[config.mk]
export PLATFORM = sky130hd
export DESIGN_NAME = nv_commit_ctrl
export DESIGN_NICKNAME = d
export VERILOG_FILES = /design/src/rtl/nvc_pkg.sv /design/src/rtl/nvc_page_buf.sv /design/src/rtl/nvc_seq.sv /design/src/rtl/nvc_store.sv /design/src/rtl/nv_commit_ctrl.sv
export SDC_FILE = /design/constraint.sdc
export NUM_CORES = 2
export LEC_CHECK = 0
export BUFFER_PORTS_ARGS = -buffer_cell sky130_fd_sc_hd__buf_2
export CAP_MARGIN = 20
export CORE_MARGIN = 2
export CORE_UTILIZATION = 45
export DETAILED_ROUTE_END_ITERATION = 12
export HOLD_SLACK_MARGIN = 0.06
export MAX_ROUTING_LAYER = met4
export PLACE_DENSITY = 0.59
export SLEW_MARGIN = 25
export SYNTH_ARGS = -nofsm -noshare
export SYNTH_HDL_FRONTEND = slang
export SYNTH_MEMORY_MAX_BITS = 65536
export SYNTH_SLANG_ARGS = --single-unit
[constraint.sdc]
create_clock -name clk -period 31 [get_ports clk]
set_input_delay 4.65 -clock clk [delete_from_list [all_inputs] [get_ports clk]]
set_output_delay 4.65 -clock clk [all_outputs]
set_load 0.03 [all_outputs]
[src/rtl/nvc_pkg.sv]
package nvc_pkg;

    typedef enum logic [1:0] {
        ST_BOOT = 2'd0,
        ST_IDLE = 2'd1,
        ST_PROG = 2'd2
    } seq_state_e;

    // Sequencer view of one program step.
    typedef struct packed {
        logic launch;
        logic done;
    } prog_evt_t;

    // Larger of two counts, used for counter sizing.
    function automatic int max_int(input int a, input int b);
        return (a > b) ? a : b;
    endfunction

endpackage

[src/rtl/nvc_page_buf.sv]
module nvc_page_buf #(
    parameter int DW      = 8,
    parameter int PAGE_AW = 4,
    parameter int HI_W    = 4
) (
    input  logic               clk,
    input  logic               rst,
    input  logic               wr_en,
    input  logic [PAGE_AW-1:0] wr_idx,
    input  logic [HI_W-1:0]    wr_hi,
    input  logic [DW-1:0]      wr_data,
    input  logic               clr,
    input  logic [PAGE_AW-1:0] rd_idx,
    output logic [DW-1:0]      rd_data,
    output logic               rd_vld,
    output logic               any_vld,
    output logic [HI_W-1:0]    page_hi
);
    localparam int PAGE = 1 << PAGE_AW;

    logic [DW-1:0]   entry [PAGE];
    logic [PAGE-1:0] mask;

    always_ff @(posedge clk) begin
        if (wr_en) begin
            entry[wr_idx] <= wr_data;
            page_hi       <= wr_hi;
        end
    end

    always_ff @(posedge clk) begin
        if (rst) begin
            mask <= '0;
        end else begin
            if (clr)   mask         <= '0;
            if (wr_en) mask[wr_idx] <= 1'b1;
        end
    end

    assign rd_data = entry[rd_idx];
    assign rd_vld  = mask[rd_idx];
    assign any_vld = |mask;

endmodule

[src/rtl/nvc_seq.sv]
module nvc_seq
    import nvc_pkg::*;
#(
    parameter int AW          = 8,
    parameter int PAGE_AW     = 4,
    parameter int PROG_CYCLES = 4000000
) (
    input  logic               clk,
    input  logic               rst,
    input  logic               stop_acc,
    input  logic               any_vld,
    input  logic               wp,
    input  logic               ent_vld,
    output logic               busy,
    output prog_evt_t          evt,
    output logic [PAGE_AW-1:0] pidx,
    output logic               nv_we,
    output logic               boot_we,
    output logic [AW-1:0]      bidx
);
    localparam int CNT_W = $clog2(PROG_CYCLES + 1);

    seq_state_e       state;
    logic [CNT_W-1:0] cnt;
    logic             pdone;

    assign evt.launch = (state == ST_IDLE) && stop_acc && any_vld && !wp;
    assign evt.done   = (state == ST_PROG) && (cnt == '0);
    assign busy       = (state != ST_IDLE);
    assign nv_we      = (state == ST_PROG) && !pdone && ent_vld;
    assign boot_we    = (state == ST_BOOT);

    always_ff @(posedge clk) begin
        if (rst) begin
            state <= ST_BOOT;
            bidx  <= '0;
            cnt   <= '0;
            pidx  <= '0;
            pdone <= 1'b1;
        end else begin
            case (state)
                ST_BOOT: begin
                    bidx <= bidx + 1'b1;
                    if (bidx == {AW{1'b1}}) state <= ST_IDLE;
                end
                ST_IDLE: begin
                    if (evt.launch) begin
                        state <= ST_PROG;
                        cnt   <= CNT_W'(PROG_CYCLES - 1);
                        pidx  <= '0;
                        pdone <= 1'b0;
                    end
                end
                ST_PROG: begin
                    if (!pdone) begin
                        pidx <= pidx + 1'b1;
                        if (pidx == {PAGE_AW{1'b1}}) pdone <= 1'b1;
                    end
                    if (cnt == '0) state <= ST_IDLE;
                    else           cnt   <= cnt - 1'b1;
                end
                default: state <= ST_IDLE;
            endcase
        end
    end

endmodule

[src/rtl/nvc_store.sv]
module nvc_store #(
    parameter int AW = 8,
    parameter int DW = 8
) (
    input  logic          clk,
    input  logic          nv_we,
    input  logic [AW-1:0] nv_waddr,
    input  logic [DW-1:0] nv_wdata,
    input  logic          boot_we,
    input  logic [AW-1:0] boot_addr,
    input  logic          vol_we,
    input  logic [AW-1:0] vol_addr,
    input  logic [DW-1:0] vol_data,
    input  logic          rd_nv,
    input  logic [AW-1:0] rd_addr,
    output logic [DW-1:0] rd_data
);
    localparam int DEPTH = 1 << AW;

    logic [DW-1:0] nv_mem [DEPTH];
    logic [DW-1:0] wk_mem [DEPTH];

    always_ff @(posedge clk) begin
        if (nv_we) nv_mem[nv_waddr] <= nv_wdata;
    end

    always_ff @(posedge clk) begin
        if (boot_we)     wk_mem[boot_addr] <= nv_mem[boot_addr];
        else if (vol_we) wk_mem[vol_addr]  <= vol_data;
    end

    assign rd_data = rd_nv ? nv_mem[rd_addr] : wk_mem[rd_addr];

endmodule

[src/rtl/nv_commit_ctrl.sv]
module nv_commit_ctrl
    import nvc_pkg::*;
#(
    parameter int AW          = 8,
    parameter int DW          = 8,
    parameter int PAGE_AW     = 4,
    parameter int PROG_CYCLES = 4000000
) (
    input  logic          clk,
    input  logic          rst,
    input  logic          frm_start,
    input  logic          frm_stop,
    input  logic          wr_valid,
    input  logic          wr_nv,
    input  logic [AW-1:0] wr_addr,
    input  logic [DW-1:0] wr_data,
    input  logic          wp,
    input  logic          rd_nv,
    input  logic [AW-1:0] rd_addr,
    output logic [DW-1:0] rd_data,
    output logic          busy
);
    localparam int HI_W = AW - PAGE_AW;

    logic               accept, start_acc, stop_acc, nvb_we, vol_we;
    logic               any_vld, ent_vld, nv_we, boot_we, buf_clr;
    logic [DW-1:0]      ent_data;
    logic [HI_W-1:0]    page_hi;
    logic [PAGE_AW-1:0] pidx;
    logic [AW-1:0]      bidx;
    prog_evt_t          evt;

    assign accept    = !busy;
    assign start_acc = frm_start && accept;
    assign stop_acc  = frm_stop  && accept;
    assign nvb_we    = wr_valid && wr_nv  && accept;
    assign vol_we    = wr_valid && !wr_nv && accept;
    assign buf_clr   = start_acc || (stop_acc && !evt.launch) || evt.done;

    nvc_page_buf #(.DW(DW), .PAGE_AW(PAGE_AW), .HI_W(HI_W)) u_buf (
        .clk     (clk),
        .rst     (rst),
        .wr_en   (nvb_we),
        .wr_idx  (wr_addr[PAGE_AW-1:0]),
        .wr_hi   (wr_addr[AW-1:PAGE_AW]),
        .wr_data (wr_data),
        .clr     (buf_clr),
        .rd_idx  (pidx),
        .rd_data (ent_data),
        .rd_vld  (ent_vld),
        .any_vld (any_vld),
        .page_hi (page_hi)
    );

    nvc_seq #(.AW(AW), .PAGE_AW(PAGE_AW), .PROG_CYCLES(PROG_CYCLES)) u_seq (
        .clk      (clk),
        .rst      (rst),
        .stop_acc (stop_acc),
        .any_vld  (any_vld),
        .wp       (wp),
        .ent_vld  (ent_vld),
        .busy     (busy),
        .evt      (evt),
        .pidx     (pidx),
        .nv_we    (nv_we),
        .boot_we  (boot_we),
        .bidx     (bidx)
    );

    nvc_store #(.AW(AW), .DW(DW)) u_store (
        .clk       (clk),
        .nv_we     (nv_we),
        .nv_waddr  ({page_hi, pidx}),
        .nv_wdata  (ent_data),
        .boot_we   (boot_we),
        .boot_addr (bidx),
        .vol_we    (vol_we),
        .vol_addr  (wr_addr),
        .vol_data  (wr_data),
        .rd_nv     (rd_nv),
        .rd_addr   (rd_addr),
        .rd_data   (rd_data)
    );

endmodule

### Word level (Yosys, flattened, before mapping)

Memory sizes are Yosys's and may differ from the RTL's. A register that Yosys moved wholly into a read port is not among the register bits.
Cells that the tools add are included.

* reduce and logical (&&, ||, !) cells: 30
* order comparisons: 3
* muxes and demuxes: 38
* add/subtract/negate cells: 3
* bitwise gates (word level): 1
* equal/unequal tests: 10

Operators with widths (count)
* $mux 16: 3
* $mux 22: 2
* $pmux 22 s2: 1
* $mux 8: 5
* $logic_not 22->1: 1
* $sub 22x1->22 const B: 1
* $mux 4: 4
* $or 16x16->16: 1
* $reduce_or 16->1: 1
* $mux 1: 15
* $logic_and 1x1->1: 14
* $lt 4x5->1 const B: 2
* $reduce_and 3->1: 3
* $add 8x1->8 const B: 1
* $eq 8x8->1 const B: 1
* $ne 2x2->1 const B: 4
* $pmux 4 s2: 1
* $reduce_or 8->1: 1
* $mux 2: 3
* $pmux 2 s3: 1
* $logic_not 1->1: 5
* $add 4x1->4 const B: 1
* $bmux 1 s4: 1
* $demux 1 s4: 1
* other kinds (10): 12

* output and inout port bits: 9
* register bits: 57
* memory bits (writable): 4224
* logic and storage cells: 95
* memories kept: 3
* input bits: 32

Memory list
* u_store.nv_mem: words 256, width 8, rd ports 2, clocked after Yosys merged registers in 1, wr ports 1, line nvc_store.sv:20 `logic [DW-1:0] nv_mem [DEPTH];`
* u_store.wk_mem: words 256, width 8, rd ports 1, clocked after Yosys merged registers in 0, wr ports 1, line nvc_store.sv:21 `logic [DW-1:0] wk_mem [DEPTH];`
* u_buf.entry: words 16, width 8, rd ports 1, clocked after Yosys merged registers in 1, wr ports 1, line nvc_page_buf.sv:21 `logic [DW-1:0] entry [PAGE];`

### Depth between registers and ports, before layout

* depth after elaboration: 14
* depth in mapped cells: 13

### Cells and area by module

Synthesis repeated with hierarchy kept, for this count alone.

* cell total of the unflattened synthesis: 9585
* area, all modules: 183925.1 um^2

By module, submodules not included
* nvc_store: area each 176118.9 um^2, cells each 9057, seq. area each 122998.0 um^2, times used 1
* nvc_page_buf: area each 5850.6 um^2, cells each 299, seq. area each 4284.1 um^2, times used 1
* nvc_seq: area each 1914.3 um^2, cells each 223, seq. area each 740.7 um^2, times used 1
* nv_commit_ctrl: area each 41.3 um^2, cells each 6, seq. area each 0.0 um^2, times used 1

### Least setup slack after synthesis

No wires, ideal clock.

* path type: input -> register
* start point: in wr_nv
* end point: mem u_store.wk_mem[0][6] (data pin)
* arrival: 12948 ps
* path buffers: 2
* setup slack: 16350 ps
* stages: 4
* cells stage by stage: and3b_1 -> buf_2 -> clkbuf_1 -> o41ai_2

* longest elaborated chain between the ends: 8

Ends and longest elaborated chain
* start: declaration: line nv_commit_ctrl.sv:14 `input logic wr_nv,`
* $logic_not 1->1: line nv_commit_ctrl.sv:37 `assign vol_we = wr_valid && !wr_nv && accept;`
* $logic_and 1x1->1 (2 in series): line nv_commit_ctrl.sv:37
* $mux 1: line nvc_store.sv:29 `else if (vol_we) wk_mem[vol_addr] <= vol_data;`
* $mux 1: line nvc_store.sv:28 `if (boot_we) wk_mem[boot_addr] <= nv_mem[boot_addr];`
* $mux 1 (implied by the code): line nvc_store.sv:29
* $reduce_or 8->1 (no line)
* $mux 8 (no line)
* end: declaration: line nvc_store.sv:21

No other way between the ends.

### Worst setup path in the final report

* start point: in rd_addr[1]
* end point: out rd_data[2]

* longest elaborated chain between the ends: 2
* elaborated cells on any way between the ends: 3

Ends and longest elaborated chain
* start: declaration: line nv_commit_ctrl.sv:19 `input logic [AW-1:0] rd_addr,`
* $mem_v2 256x8 (on tied branches)
* $mux 8 *: line nvc_store.sv:32 `assign rd_data = rd_nv ? nv_mem[rd_addr] : wk_mem[rd_addr];`
* end: declaration: line nv_commit_ctrl.sv:20 `output logic [DW-1:0] rd_data,`

Mark *: on every way between the ends. The rest lies on a longest branch, timed or not.

==> summary.txt <==
Clock network
  – Clock Pin Slew Worst Setup and Hold Paths: 50 ps
  – CTS Buf Count: 445
  – Clock Path Buffers: 4
  – Worst-skew pair later-pin latency: 1050 ps
  – H-Tree Depth: 5
  – CTS Sinks: 4,293
  – Number of buffers added for setup after CTS: 0
  – Root Driver: clkbuf_16
  – Hold-fix buffer count after cts: 0
  – Post_cts resized: 0
  – CTS tree: built

Yosys
  – Post-synth top cells: 4,228 x edfxtp_1, 1,723 x mux4_2, 607 x nor2_1, 260 x mux2i_1, 259 x buf_2
  – Syn_area_per_cell: 20.9 um^2
  – Synth top area share: 0.696
  – Ys flop type: edfxtp_1
  – Synth Warn #: 0
  – Mapped cell area: 182,000 um^2
  – Dominant cells by area after synthesis: edfxtp_1 70%, mux4_2 21%, mux2i_1 1.4%
  – Register area share after synthesis: 0.703
  – Post-Syn Instances: 8,724
  – Count leader, synth: edfxtp_1
  – Leading area contributor after synthesis: edfxtp_1
  – Library cells used by synthesis: 61
  – Post-Syn Nets: 8,763
  – Async S/R FF share, synth: 0
  – EDFF count, synth: 4,228
  – #FFs+latches synth: 4,293

Global route
  – Vias in the first global route: 95,000
  – GR Overflow Total: 0
  – GRT Total Usage: 0.265
  – Global-route wire length before repair: 743,000 um
  – Largest net degree at the start of global routing: 236
  – Initial antenna violation count: 24

Floorplan
  – Chip Width: 641 um
  – Core Rows: 233
  – Die Y: 641 um
  – Core Region: 403,000 um^2
  – Initial Utilization: 0.453
  – Total die area: 411,000 um^2
  – Num ports: 41

Detailed routing
  – # DRC: 0
  – Total Wirelength: 532,000 um
  – Via-to-Cell Ratio: 6.52
  – Antenna-violating nets left: 0
  – First-pass DRT Iterations: 8
  – Avg WL per Cell: 36.2 um
  – Iter 0 DRT Violations: 13,500
  – Vias after detailed routing: 95,700

Timing
  – Crit path time final: 16,200 ps
  – Final hold violation count: 0
  – Clock Skew: 89.6 ps
  – Unrepaired setup endpoints after global routing: false
  – Slew HR: 0.151
  – Worst-margin pin slew: 1260 ps
  – Max-slew violations: 0
  – Fmax: 61.7 MHz
  – Fin crit share: 0.523
  – Sum of negative setup slack: 0 ps
  – Final setup viols: 0

Place
  – Port-buffer cells: 40
  – Gpl congestion: 0.933
  – DP Area: 189,000 um^2
  – DP Wirelength: 341,000 um

Cells and area
  – Layout cells sized above 1: 0.308
  – Layout area overhead: 11.9%
  – Finished layout cell area: 204,000 um^2
  – Fillcell total: 31,600
  – Storage element area: 128,000 um^2
  – Multi-input logic area: 52,100 um^2
  – Nets: 8,918

Critical path
  – Depth of the most critical reg-to-reg path: 14
  – Crit path DAT: 11,550 ps
  – WP data required: 26,350 ps
  – R2R Setup Slk: 23,060 ps
  – RR Endpoint: u_store.wk_mem[150][2]
  – Critical Path Sink: rd_data[2]
  – Crit path from: rd_addr[1]
  – Crit start category: input port
  – Worst setup EP type: output pin
  – Critical path class: input port to output pin
  – Critical path peak fanout: 54

Min path
  – Worst hold path class: flip-flop to flip-flop
  – Hold path depth: 2

Power
  – Leakage Power: 0.0614 uW
  – Final Power: 12,600 uW
  – Max VDD drop: 0.0000517 V
  – P per Cell Area: 61.5 nW/um^2

Run status
  – Status: finished, final reports clean

Flow run
  – Max-cap violation count: 0
==> worst max-delay path, cell delays in order <==
cell and delay, ps:
buf_8 360, buf_4 620, buf_4 650, buf_4 730, buf_4 560, buf_4 540
mux4_2 310, nor2b_1 130, a211oi_1 90, a21oi_1 680, o22ai_1 160, nor4_1 650
buf_4 290, and4_1 560, buf_2 320
==> logic make-up (layout without fill, tap and decap cells) <==
| group | count (synthesis) | count (layout) | synth area share |
|---|---|---|---|
| flip-flops | 4293 | 4293 | 0.703 |
| multiplexers | 1983 | 1983 | 0.227 |
| AND/OR/NAND/NOR | 1131 | 1131 | 0.0281 |
| AO/OA/AOI/OAI | 673 | 673 | 0.0242 |
| buffers and inverters | 612 | 1142 | 0.0160 |
| XOR/XNOR | 25 | 25 | 0.00120 |
| adder cells (fa/ha/maj) | 7 | 7 | 0.000480 |
| other | 0 | 27 | 0 |
==> layer usage <==
metal / share of wire / GRT usage / vias up / wire, um
met5: 0 / - / - / 0
met4: 0.040 / 0.0933 / 0 / 21300
met3: 0.098 / 0.0593 / 925 / 51900
met2: 0.47 / 0.397 / 4987 / 249000
met1: 0.39 / 0.360 / 52100 / 209000
li1: - / - / 37700 / -
==> cell usage in the layout, fill, tap and decap left out, types with 9 or more instances in the layout <==
master,netlist,routed
buf_4,61,238
o22ai_2,0,21
o221ai_1,14,14
buf_2,259,37
clkinv_4,0,9
or2_2,9,9
nand4_1,11,11
a22oi_1,51,51
clkinv_2,0,75
buf_12,0,16
mux2i_1,260,260
a21oi_1,197,196
bufinv_16,0,38
dfxtp_1,65,59
inv_1,10,9
clkinvlp_4,0,13
edfxtp_1,4228,4228
a221oi_1,15,15
xor2_1,20,20
nand3_4,0,10
o21ai_0,26,21
and2_1,12,12
mux4_2,1723,1715
nor4_1,41,35
nand2b_1,9,9
clkbuf_16,0,449
a22o_1,16,16
o22ai_1,153,125
diode_2,0,27
nand3b_1,18,18
o21ai_1,7,10
a211oi_1,140,140
clkbuf_1,223,104
clkinv_1,0,107
nand2_1,178,173
nor2_1,607,491
nand3_1,53,40
nor2_2,0,114
nor2b_1,146,141
==> how the worst min path moves through the flow <==
stage	start	to	slack [ps]
6_report	u_seq.cnt[8]	u_seq.cnt[8]	520
5_1_grt	u_buf.mask[5]	u_buf.mask[5]	550
4_1_cts	u_seq.pdone	u_seq.pdone	510
3_5_place_dp	u_seq.pdone	u_seq.pdone	500
3_3_place_gp	u_seq.cnt[15]	u_seq.cnt[15]	480
2_1_floorplan	u_seq.cnt[15]	u_seq.cnt[15]	470
==> through the flow <==
step / std cells / hold WS (ps) / setup slack (ps) / util
2_1_floorplan: 8724 / 471 / 16350 / -
3_3_place_gp: 13800 / 485 / 13690 / 0.469
3_5_place_dp: 13800 / 496 / 14820 / 0.470
4_1_cts: 14700 / 514 / 14800 / 0.505
5_1_grt: 14700 / 547 / 14620 / 0.506
6_report: 14700 / 515 / 14800 / 0.506
==> flip-flops by register name, summed over array words and instances, names as in the netlist, named ones only <==
signal	cells
u_store.nv_mem	2048
u_seq.state	2
u_seq.pidx	4
u_seq.cnt	22
u_seq.bidx	8
u_seq.pdone	1
u_buf.mask	16
u_store.wk_mem	2048
u_buf.entry	128
u_buf.page_hi	4
==> final cells by class <==
class | instances | share of cell area
flip-flops and latches | 4293 | 0.628
diodes | 27 | 0.000331
inverters | 10 | 0.000190
well taps | 5405 | 0.0331
repair buffers | 310 | 0.0129
multi-input cells | 3819 | 0.255
clock inverters | 267 | 0.0126
clock buffers | 555 | 0.0571
==> report_power, final <==
group / internal, uW / leakage, uW / total (uW) / switching [uW]
clock network: 2980 / 0.00691 / 5270 / 2290
registers: 6410 / 0.0385 / 6420 / 9.06
logic: 319 / 0.0160 / 864 / 545
total: 9720 / 0.0614 / 12600 / 2840
Power figures use the tool's default switching activity.
